### src/rtl/burst_sram_pkg.sv
package burst_sram_pkg;
  typedef enum logic [1:0] {
    ACC_NONE  = 2'd0,
    ACC_READ  = 2'd1,
    ACC_WRITE = 2'd2
  } acc_e;
endpackage

### src/rtl/burst_seq.sv
module burst_seq #(
  parameter int ADDR_W = 6,
  parameter int CNT_W  = 2
) (
  input  logic              clk_i,
  input  logic              rst_ni,
  input  logic              load_i,
  input  logic              step_i,
  input  logic              lin_i,
  input  logic [ADDR_W-1:0] addr_i,
  output logic [ADDR_W-1:0] addr_o
);
  logic [ADDR_W-1:0] base_q;
  logic [CNT_W-1:0]  cnt_q, cnt_nxt, cnt_use, off;

  assign cnt_nxt = cnt_q + CNT_W'(1);
  assign cnt_use = step_i ? cnt_nxt : cnt_q;

  generate
    if (ADDR_W > CNT_W) begin : g_hi
      assign addr_o = load_i ? addr_i : {base_q[ADDR_W-1:CNT_W], off};
    end else begin : g_lo
      assign addr_o = load_i ? addr_i : off[ADDR_W-1:0];
    end
  endgenerate

  always_comb begin
    if (lin_i) off = base_q[CNT_W-1:0] + cnt_use;
    else       off = base_q[CNT_W-1:0] ^ cnt_use;
  end

  always_ff @(posedge clk_i or negedge rst_ni) begin
    if (!rst_ni) begin
      base_q <= '0;
      cnt_q  <= '0;
    end else if (load_i) begin
      base_q <= addr_i;
      cnt_q  <= '0;
    end else if (step_i) begin
      cnt_q  <= cnt_nxt;
    end
  end
endmodule

### src/rtl/byte_ctl.sv
module byte_ctl #(
  parameter int NBYTES = 4
) (
  input  logic              cpu_edge_i,  // processor strobe low on this edge
  input  logic              gwr_ni,
  input  logic              bwr_ni,
  input  logic [NBYTES-1:0] be_ni,
  output logic [NBYTES-1:0] wmask_o,
  output logic              kill_o
);
  always_comb begin
    if (cpu_edge_i)   wmask_o = '0;
    else if (!gwr_ni) wmask_o = '1;
    else if (!bwr_ni) wmask_o = ~be_ni;
    else              wmask_o = '0;
  end

  assign kill_o = !cpu_edge_i && (be_ni != '1);
endmodule

### src/rtl/sram_array.sv
module sram_array #(
  parameter int ADDR_W = 6,
  parameter int NBYTES = 4,
  parameter int BYTE_W = 8
) (
  input  logic                     clk_i,
  input  logic                     rst_ni,
  input  logic [NBYTES-1:0]        we_i,
  input  logic [ADDR_W-1:0]        waddr_i,
  input  logic [NBYTES*BYTE_W-1:0] wdata_i,
  input  logic [ADDR_W-1:0]        raddr_i,
  output logic [NBYTES*BYTE_W-1:0] rdata_o
);
  localparam int DEPTH = 1 << ADDR_W;

  for (genvar b = 0; b < NBYTES; b++) begin : g_lane
    logic [BYTE_W-1:0] mem_q [DEPTH];

    always_ff @(posedge clk_i or negedge rst_ni) begin
      if (!rst_ni) begin
        for (int i = 0; i < DEPTH; i++) mem_q[i] <= '0;
      end else if (we_i[b]) begin
        mem_q[waddr_i] <= wdata_i[b*BYTE_W +: BYTE_W];
      end
    end

    assign rdata_o[b*BYTE_W +: BYTE_W] = mem_q[raddr_i];
  end
endmodule

### src/rtl/burst_sram.sv
module burst_sram
  import burst_sram_pkg::*;
#(
  parameter int ADDR_W = 6,
  parameter int NBYTES = 4,
  parameter int BYTE_W = 8,
  parameter int CNT_W  = 2,
  localparam int DATA_W = NBYTES * BYTE_W
) (
  input  logic              clk_i,
  input  logic              rst_ni,
  input  logic [ADDR_W-1:0] addr_i,
  input  logic              cpu_stb_ni,
  input  logic              ctl_stb_ni,
  input  logic              adv_ni,
  input  logic              cs_ni,
  input  logic              cs_i,
  input  logic              cs2_ni,
  input  logic              oe_ni,
  input  logic              gwr_ni,
  input  logic              bwr_ni,
  input  logic [NBYTES-1:0] be_ni,
  input  logic              lin_i,
  input  logic [DATA_W-1:0] wdata_i,
  output logic [DATA_W-1:0] rdata_o,
  output logic              rvalid_o
);
  logic              sel, strobe, cpu_start, ctl_start, cont, load, step;
  logic              active_q, rd_q, kill, out_en;
  logic [NBYTES-1:0] wmask, we;
  logic [ADDR_W-1:0] acc_addr, rd_addr_q;
  logic [DATA_W-1:0] arr_rdata;
  acc_e              acc;

  assign sel       = !cs_ni && cs_i && !cs2_ni;
  assign strobe    = !cpu_stb_ni || !ctl_stb_ni;
  assign cpu_start = !cpu_stb_ni && sel;
  assign ctl_start = cpu_stb_ni && !ctl_stb_ni && sel;
  assign cont      = !strobe && active_q;
  assign load      = cpu_start || ctl_start;
  assign step      = cont && !adv_ni;

  burst_seq #(.ADDR_W(ADDR_W), .CNT_W(CNT_W)) u_seq (
    .clk_i  (clk_i),
    .rst_ni (rst_ni),
    .load_i (load),
    .step_i (step),
    .lin_i  (lin_i),
    .addr_i (addr_i),
    .addr_o (acc_addr)
  );

  byte_ctl #(.NBYTES(NBYTES)) u_bctl (
    .cpu_edge_i (!cpu_stb_ni),
    .gwr_ni     (gwr_ni),
    .bwr_ni     (bwr_ni),
    .be_ni      (be_ni),
    .wmask_o    (wmask),
    .kill_o     (kill)
  );

  always_comb begin
    if (cpu_start)              acc = ACC_READ;
    else if (ctl_start || cont) acc = (wmask != '0) ? ACC_WRITE : ACC_READ;
    else                        acc = ACC_NONE;
  end

  assign we = (acc == ACC_WRITE) ? wmask : '0;

  sram_array #(.ADDR_W(ADDR_W), .NBYTES(NBYTES), .BYTE_W(BYTE_W)) u_arr (
    .clk_i   (clk_i),
    .rst_ni  (rst_ni),
    .we_i    (we),
    .waddr_i (acc_addr),
    .wdata_i (wdata_i),
    .raddr_i (rd_addr_q),
    .rdata_o (arr_rdata)
  );

  // burst state: opened by a start, closed by a strobe while deselected
  always_ff @(posedge clk_i or negedge rst_ni) begin
    if (!rst_ni)     active_q <= 1'b0;
    else if (load)   active_q <= 1'b1;
    else if (strobe) active_q <= 1'b0;
  end

  // stage 1: address register
  always_ff @(posedge clk_i or negedge rst_ni) begin
    if (!rst_ni) begin
      rd_q      <= 1'b0;
      rd_addr_q <= '0;
    end else begin
      rd_q      <= (acc == ACC_READ);
      rd_addr_q <= acc_addr;
    end
  end

  // stage 2: output register
  assign out_en = rd_q && !oe_ni && !kill;

  always_ff @(posedge clk_i or negedge rst_ni) begin
    if (!rst_ni) begin
      rvalid_o <= 1'b0;
      rdata_o  <= '0;
    end else begin
      rvalid_o <= out_en;
      rdata_o  <= out_en ? arr_rdata : '0;
    end
  end
endmodule

### config.mk
export PLATFORM = sky130hd
export DESIGN_NAME = burst_sram
export DESIGN_NICKNAME = d
export VERILOG_FILES = /design/src/rtl/burst_sram_pkg.sv /design/src/rtl/burst_seq.sv /design/src/rtl/byte_ctl.sv /design/src/rtl/sram_array.sv /design/src/rtl/burst_sram.sv
export SDC_FILE = /design/constraint.sdc
export NUM_CORES = 2
export LEC_CHECK = 0
export BUFFER_PORTS_ARGS = -buffer_cell sky130_fd_sc_hd__buf_2
export CAP_MARGIN = 20
export CORE_MARGIN = 3
export CORE_UTILIZATION = 27
export CTS_CLUSTER_SIZE = 16
export DETAILED_ROUTE_END_ITERATION = 6
export GPL_TIMING_DRIVEN = 1
export MAX_ROUTING_LAYER = met4
export PLACE_DENSITY = 0.45
export SYNTH_ARGS = -nofsm -noshare
export SYNTH_HDL_FRONTEND = slang
export SYNTH_HIERARCHICAL = 1
export SYNTH_SLANG_ARGS = --single-unit
### constraint.sdc
create_clock -name clk_i -period 2.9 [get_ports clk_i]
set_input_delay 0.435 -clock clk_i [delete_from_list [all_inputs] [get_ports clk_i]]
set_output_delay 0.435 -clock clk_i [all_outputs]
set_load 0.02 [all_outputs]
* Yosys cells after proc, flatten, opt, wreduce, memory -nomap -nowiden
Index checks and enable logic that the tools add are counted. W data, S select, Z words.
Storage, ports and cells: flip-flop bits (word level) 2097, input port bits 54, output and inout port bits 33, logic and storage cells 331
Operators by class: add/subtract/negate cells 2, order comparisons 3, eq/ne operators 3, multiplexer cells 32, bitwise logic cells 4, reduce and logical (&&, ||, !) cells 24
Operators by type and width (number):
- $bwmux W512 | 4
- $bmux W8 S6 | 4
- $mux W8 | 9
- $demux W8 S6 | 1
- $mux W32 | 1
- $mux W4 | 4
- $ge A7 B7 Y1 const B | 2
- $not A6 Y7 | 2
- $mux W2 | 6
- $logic_and A1 B1 Y1 | 11
- $logic_not A1 Y1 | 8
- $lt A7 B1 Y1 const B | 1
- $mux W6 | 1
- $ne A4 B4 Y1 const B | 1
- $not A4 Y4 | 1
- $reduce_bool A4 Y1 | 1
- $logic_or A1 B1 Y1 | 3
- $add A2 B1 Y2 const B | 1
- $add A2 B2 Y2 | 1
- $eq A2 B1 Y1 const B | 1
- $eq A2 B2 Y1 const B | 1
- $mux W1 | 2
- $reduce_bool A2 Y1 | 1
- $xor A2 B2 Y2 | 1

* Longest topological paths before layout
word-level depth 15, depth in mapped cells 13, depth with buffers taken out 12

* Cells and area by module
The synthesis kept the hierarchy.
By module, submodules not included:
- sram_array | times used 1, cells each 5895, area each 92454.9 um^2, sequential area each 51249.2 um^2
- burst_sram | times used 1, cells each 92, area each 1348.8 um^2, sequential area each 1026.0 um^2
- burst_seq | times used 1, cells each 31, area each 381.6 um^2, sequential area each 200.2 um^2
- byte_ctl | times used 1, cells each 9, area each 53.8 um^2, sequential area each 0.0 um^2

* Least setup slack after synthesis
Ideal clock, no wire load.
path kind input -> register, from in cs_ni, to reg u_arr/g_lane[3].mem_q[240] (netlist name), setup time 128 ps, arrival time 3099 ps, required time 2772 ps, slack -327 ps, stages 10, buffers on the path 3, cell sequence or3b_1 -> a21oi_1 -> buf_2 -> mux2_1 -> clkbuf_1 -> or3b_1 -> clkbuf_1 -> nor2_1 -> nand2_1 -> mux2_1
On the way: cells in the longest elaborated chain, start to end 12, elaborated cells between the ends (all ways) 19, those cells by class 2 x order compare; 1 x eq/ne; 7 x mux; 1 x bitwise; 8 x reduce/logical
RTL lines:
- start, declared | RTL line burst_sram.sv:16 | input logic cs_ni,
- $logic_not A1 Y1 * | RTL line burst_sram.sv:35 | assign sel = !cs_ni && cs_i && !cs2_ni;
- $logic_and A1 B1 Y1 * (2 in series) | RTL line burst_sram.sv:35
- $logic_and A1 B1 Y1 (on tied branches) | RTL line burst_sram.sv:37, burst_sram.sv:38
- $logic_or A1 B1 Y1 * | RTL line burst_sram.sv:40 | assign load = cpu_start || ctl_start;
- named net load | RTL line burst_sram.sv:28 | logic sel, strobe, cpu_start, ctl_start, cont, load, step;
- $mux W6 * | RTL line burst_seq.sv:21 | assign addr_o = load_i ? addr_i : {base_q[ADDR_W-1:CNT_W], off};
- named net acc_addr[3] | RTL line burst_sram.sv:31 | logic [ADDR_W-1:0] acc_addr, rd_addr_q;
- $not A6 Y7 (implied by the code) * | RTL line sram_array.sv:23 | mem_q[waddr_i] <= wdata_i[b*BYTE_W +: BYTE_W];
- $ge A7 B7 Y1 (implied by the code) / $lt A7 B1 Y1 (equally long branches) | RTL line sram_array.sv:23
- $logic_and A1 B1 Y1 (implied by the code) | RTL line sram_array.sv:23
- $mux W8 (implied by the code) | RTL line sram_array.sv:23
- $demux W8 S6 * | RTL line sram_array.sv:23
- $bwmux W512 * | RTL line sram_array.sv:23
- end signal, assigned by index | RTL line sram_array.sv:23
- end, declared | RTL line sram_array.sv:17 | logic [BYTE_W-1:0] mem_q [DEPTH];
Mark *: on every way through the listed nets, which the timed path passes. The rest lies on a longest branch. A chain may end at the register's enable or synchronous reset.

* Final worst setup path
from reg active_q, to reg u_arr/g_lane[3].mem_q[46] (netlist name)
On the way: cells in the longest elaborated chain, start to end 12, elaborated cells between the ends (all ways) 19, those cells by class 1 x add/sub; 2 x order compare; 1 x eq/ne; 9 x mux; 2 x bitwise; 4 x reduce/logical
RTL lines:
- start, declared | RTL line burst_sram.sv:29 | logic active_q, rd_q, kill, out_en;
- start signal, assigned | RTL line burst_sram.sv:82 | if (!rst_ni) active_q <= 1'b0;
- start signal, assigned | RTL line burst_sram.sv:83 | else if (load) active_q <= 1'b1;
- start signal, assigned | RTL line burst_sram.sv:84 | else if (strobe) active_q <= 1'b0;
- $logic_and A1 B1 Y1 * | RTL line burst_sram.sv:39 | assign cont = !strobe && active_q;
- $logic_and A1 B1 Y1 * | RTL line burst_sram.sv:41 | assign step = cont && !adv_ni;
- named net step | RTL line burst_sram.sv:28
- $mux W2 * | RTL line burst_seq.sv:17 | assign cnt_use = step_i ? cnt_nxt : cnt_q;
- $add A2 B2 Y2 / $xor A2 B2 Y2 (equally long branches) | RTL line burst_seq.sv:28, burst_seq.sv:29
- $mux W2 * | RTL line burst_seq.sv:28 | if (lin_i) off = base_q[CNT_W-1:0] + cnt_use;
- $mux W6 * | RTL line burst_seq.sv:21
- named net acc_addr[1] | RTL line burst_sram.sv:31
- $not A6 Y7 (implied by the code) * | RTL line sram_array.sv:23
- $ge A7 B7 Y1 (implied by the code) / $lt A7 B1 Y1 (equally long branches) | RTL line sram_array.sv:23
- $logic_and A1 B1 Y1 (implied by the code) | RTL line sram_array.sv:23
- $mux W8 (implied by the code) | RTL line sram_array.sv:23
- $demux W8 S6 * | RTL line sram_array.sv:23
- $bwmux W512 * | RTL line sram_array.sv:23
Marked as above.

==> summary.md <==
| Metric | Value |
|---|---|
| Status | finished, violations left |
| Violated checks | setup timing |
| Met2 Use GR | around 29% |
| Ys async rst share | between 90% and 100% |
| ANT nets after route | 0 |
| Detailed Place HPWL | 223000 um |
| Fin. max-slew vios | 0 |
| Final Net Count | roughly 7k |
| Power density cells | around 640 nW/um^2 |
| Crit-path max FO | 8 |
| Post-Syn Area | between 90000 and 100000 um^2 |
| Number of global-route vias before repair | a little over 60k |
| Final period utilization | 112% |
| Final setup viols | between 2k and 2.5k |
| FF+latch area | ~52000 um^2 |
| DRT Wirelength | between 300000 and 400000 um |
| Fmax | around 0.31 GHz |
| FP Rows | approximately 220 |
| Pin count of the biggest net entering global routing | 154 |
| Ys Warns | 6 |
| GR Layer Usage met3 | roughly 2.2% |
| IO Pins | slightly below 90 |
| Lkg Pwr | between 50 and 60 nW |
| Initial core utilization | a little over a quarter |
| Die X | just under 600 um |
| DRC | 0 |
| Most frequent cells in the layout | 2092 x dfrtp_1, 1822 x mux2_2, 506 x buf_4, 493 x mux4_2, 278 x buf_12 |
| Setup WS post-layout | -0.336 ns |
| Rel. slew slack | between 20% and 30% |
| Design Area, Final | roughly 120000 um^2 |
| Maximum VDD drop | between 0.0004 and 0.0005 V |
| CP Data Arrival Time | about 4 ns |
| Mean Syn Cell Area | approximately 16 um^2 |
| Commonest non-fill, non-tap cell in the layout | dfrtp_1 |
| Post-synth cell types | between 50 and 60 |
| Worst Path Required | 3.67 ns |
| Critical path type | reg -> reg |
| Placeable Area | ~350000 um^2 |
| RSZ-0062 raised after global routing | yes |
| Drt first pass iters | 5 |
| Via-to-Cell Ratio | around 4.9 |
| Ys flop type | dfrtp_1 |
| Clock Tree Buf Depth | 4 |
| # fillers | 33.3k |
| PortBufs | 86 |
| Hold WC Path Type | in -> reg |
| Min Tclk post-route | around 3.2 ns |
| Hold Path Sink | rd_q$_DFF_PN0_ |
| Global placement routability congestion | roughly 0.82 |
| Initial antenna violation count | 21 |
| Die area | 356000 um^2 |
| Clk sinks | approximately 2.1k |
| Iteration-0 DRC Markers | 3224 |
| Clk pin slew, worst setup/hold paths | roughly 0.06 ns |
| Multi-input combinational cell area | 41600 um^2 |
| Layout cell share with drive strength beyond 1 | a little under three fifths |
| Syn-to-layout area delta | 25.8% |
| Root buffer cell | clkbuf_16 |
| Number of failing hold endpoints at the final stage | 0 |
| Setup TNS | -401.04 ns |
| Gate Count Post-Synth | approximately 6k |
| DR WL/cell | approximately 27 um |
| TritonCTS clock tree | done |
| First-pass GRT wire length | about 460000 um |
| Vias | 56.8k |
| Worst r2r src | active_q$_DFFE_PN0P_ |
| Placement Cell Area | 109000 um^2 |
| Clk_lat worst skew | just over 0.9 ns |
| Worst setup EP type | flip-flop |
| Worst hold start | ctl_stb_ni |
| Grt total ovfl | 0 |
| GR Util All Layers | about 18% |
| Max_cap viols | 0 |
| Total CTS buffers | 241 |
| Die Ht | 597 um |
| R2r setup slk | -0.34 ns |
| Worst clock skew | approximately 0.059 ns |
| Most Crowded Layer GR | met2 |
| H-tree levels | 4 |
| Crit start category | flip-flop |
| Flops & latches, synth | ~2.1k |
| Syn_nets | between 6k and 7k |
| Number of enable flip-flop cells after synthesis | 0 |
| Post-synthesis sequential area ratio | a little under three fifths |
| Worst-Margin Slew | 1.12 ns |
| Met1 Resource Use GR | 24.7% |
| Worst Reg-to-Reg Cells | 14 |
| Cell depth of the worst hold path | 4 |
| FF-to-FF End | u_arr/g_lane[3].mem_q[46]$_DFFE_PN0P_ |
-- state kept, by name, summed over array words and instances (netlist names) --
signal and flops:
rd_q 1, u_arr/g_lane.mem_q 2048, rdata_o 32, u_seq/cnt_q 2, active_q 1, u_seq/base_q 6
rd_addr_q 6, rvalid_o 1
-- kinds of logic after synthesis --
kind of cell / synth area share, %
AO/OA/AOI/OAI: 2.41
XOR/XNOR: 0.00930
adder cells (fa/ha/maj): 0.0133
buffers and inverters: 2.14
flip-flops: 55.7
multiplexers: 37.2
AND/OR/NAND/NOR: 2.57
-- critical path, stage by stage (launching register included) --
cell      delay (ns)
dfrtp_1         0.41
nand3_4         0.10
nor2_4          0.05
xor2_2          0.17
ha_2            0.19
and3b_1         0.19
a211oi_2        0.27
o31a_4          0.25
or3b_4          0.41
buf_12          0.17
nor2_4          0.15
buf_4           0.18
nand2_1         0.10
buf_12          0.17
mux2_2          0.27
-- how the worst max path moves through the flow --
stage | start | endpoint | slack, ns | depth (start not counted)
after detailed placement | ctl_stb_ni | u_arr/g_lane[1].mem_q[10]$_DFFE_PN0P_ | -0.90 | 16
after CTS | active_q$_DFFE_PN0P_ | u_arr/g_lane[3].mem_q[219]$_DFFE_PN0P_ | -0.37 | 14
after global routing | active_q$_DFFE_PN0P_ | u_arr/g_lane[1].mem_q[223]$_DFFE_PN0P_ | -0.45 | 14
final | active_q$_DFFE_PN0P_ | u_arr/g_lane[3].mem_q[46]$_DFFE_PN0P_ | -0.34 | 14
after floorplan | cs2_ni | u_arr/g_lane[3].mem_q[40]$_DFFE_PN0P_ | -0.13 | 10
after global placement | ctl_stb_ni | u_arr/g_lane[2].mem_q[236]$_DFFE_PN0P_ | -0.97 | 15
-- area by class of cell --
class	count	share of cell area, %
clock buffers	379	6.20
clock inverters	60	0.625
diodes	14	0.0296
inverters	6	0.0190
well taps	4578	4.83
multi-input cells	3473	35.1
repair buffers	936	8.90
flip-flops and latches	2097	44.3
-- where the power goes --
group | total [mW] | internal, mW | switching (mW)
Clock | 31.0 | 18.3 | 12.7
Sequential | 30.5 | 30.0 | 0.479
Combinational | 13.9 | 5.74 | 8.21
-- through the flow --
| stage | utilization [%] | cells | hold slack, ns | setup slack, ns | total power, mW |
|---|---|---|---|---|---|
| after floorplan | - | 6027 | 0.139 | -0.129 | 37.2 |
| after global placement | 31.4 | 11100 | 0.466 | -0.973 | 44.9 |
| after detailed placement | 31.4 | 11100 | 0.477 | -0.899 | 45.0 |
| after CTS | 33.9 | 11500 | 0.0206 | -0.372 | 76.6 |
| after global routing | 34.2 | 11500 | 0.0563 | -0.449 | 78.5 |
| final | 34.2 | 11500 | 0.0935 | -0.336 | 75.4 |
-- synth_stat cells, types with 14 or more instances --
cell type | instances | area share [%]
mux2i_1 | 35 | 0.37
and2_1 | 35 | 0.23
clkbuf_1 | 306 | 1.2
a21oi_1 | 60 | 0.32
a211oi_1 | 14 | 0.11
a22oi_1 | 74 | 0.59
o221ai_1 | 25 | 0.23
nand2_1 | 279 | 1.1
nand3_1 | 22 | 0.12
buf_1 | 56 | 0.22
nor2b_1 | 21 | 0.14
nor3_1 | 16 | 0.085
nor4_1 | 16 | 0.11
buf_4 | 45 | 0.36
nor2_1 | 88 | 0.35
mux2_2 | 1833 | 22
buf_2 | 31 | 0.16
mux2_1 | 233 | 2.8
dfrtp_1 | 2097 | 56
mux4_2 | 493 | 12
o22ai_1 | 94 | 0.62
-- per-layer routing --
metal,vias up,part of all wire [%]
met3,379,3.6
met4,0,2.4
met1,31300,46
met5,-,0
li1,24100,-
met2,924,48
-- what timing repair did --
action,CTS,global route
gates resized for setup,94,252
setup buffers,6,12
hold buffers,12,0
hold endpoints to repair,737,0
pin swaps,19,31
endpoints found under the setup margin,2076,2079
(Power assumes the default switching activity.)
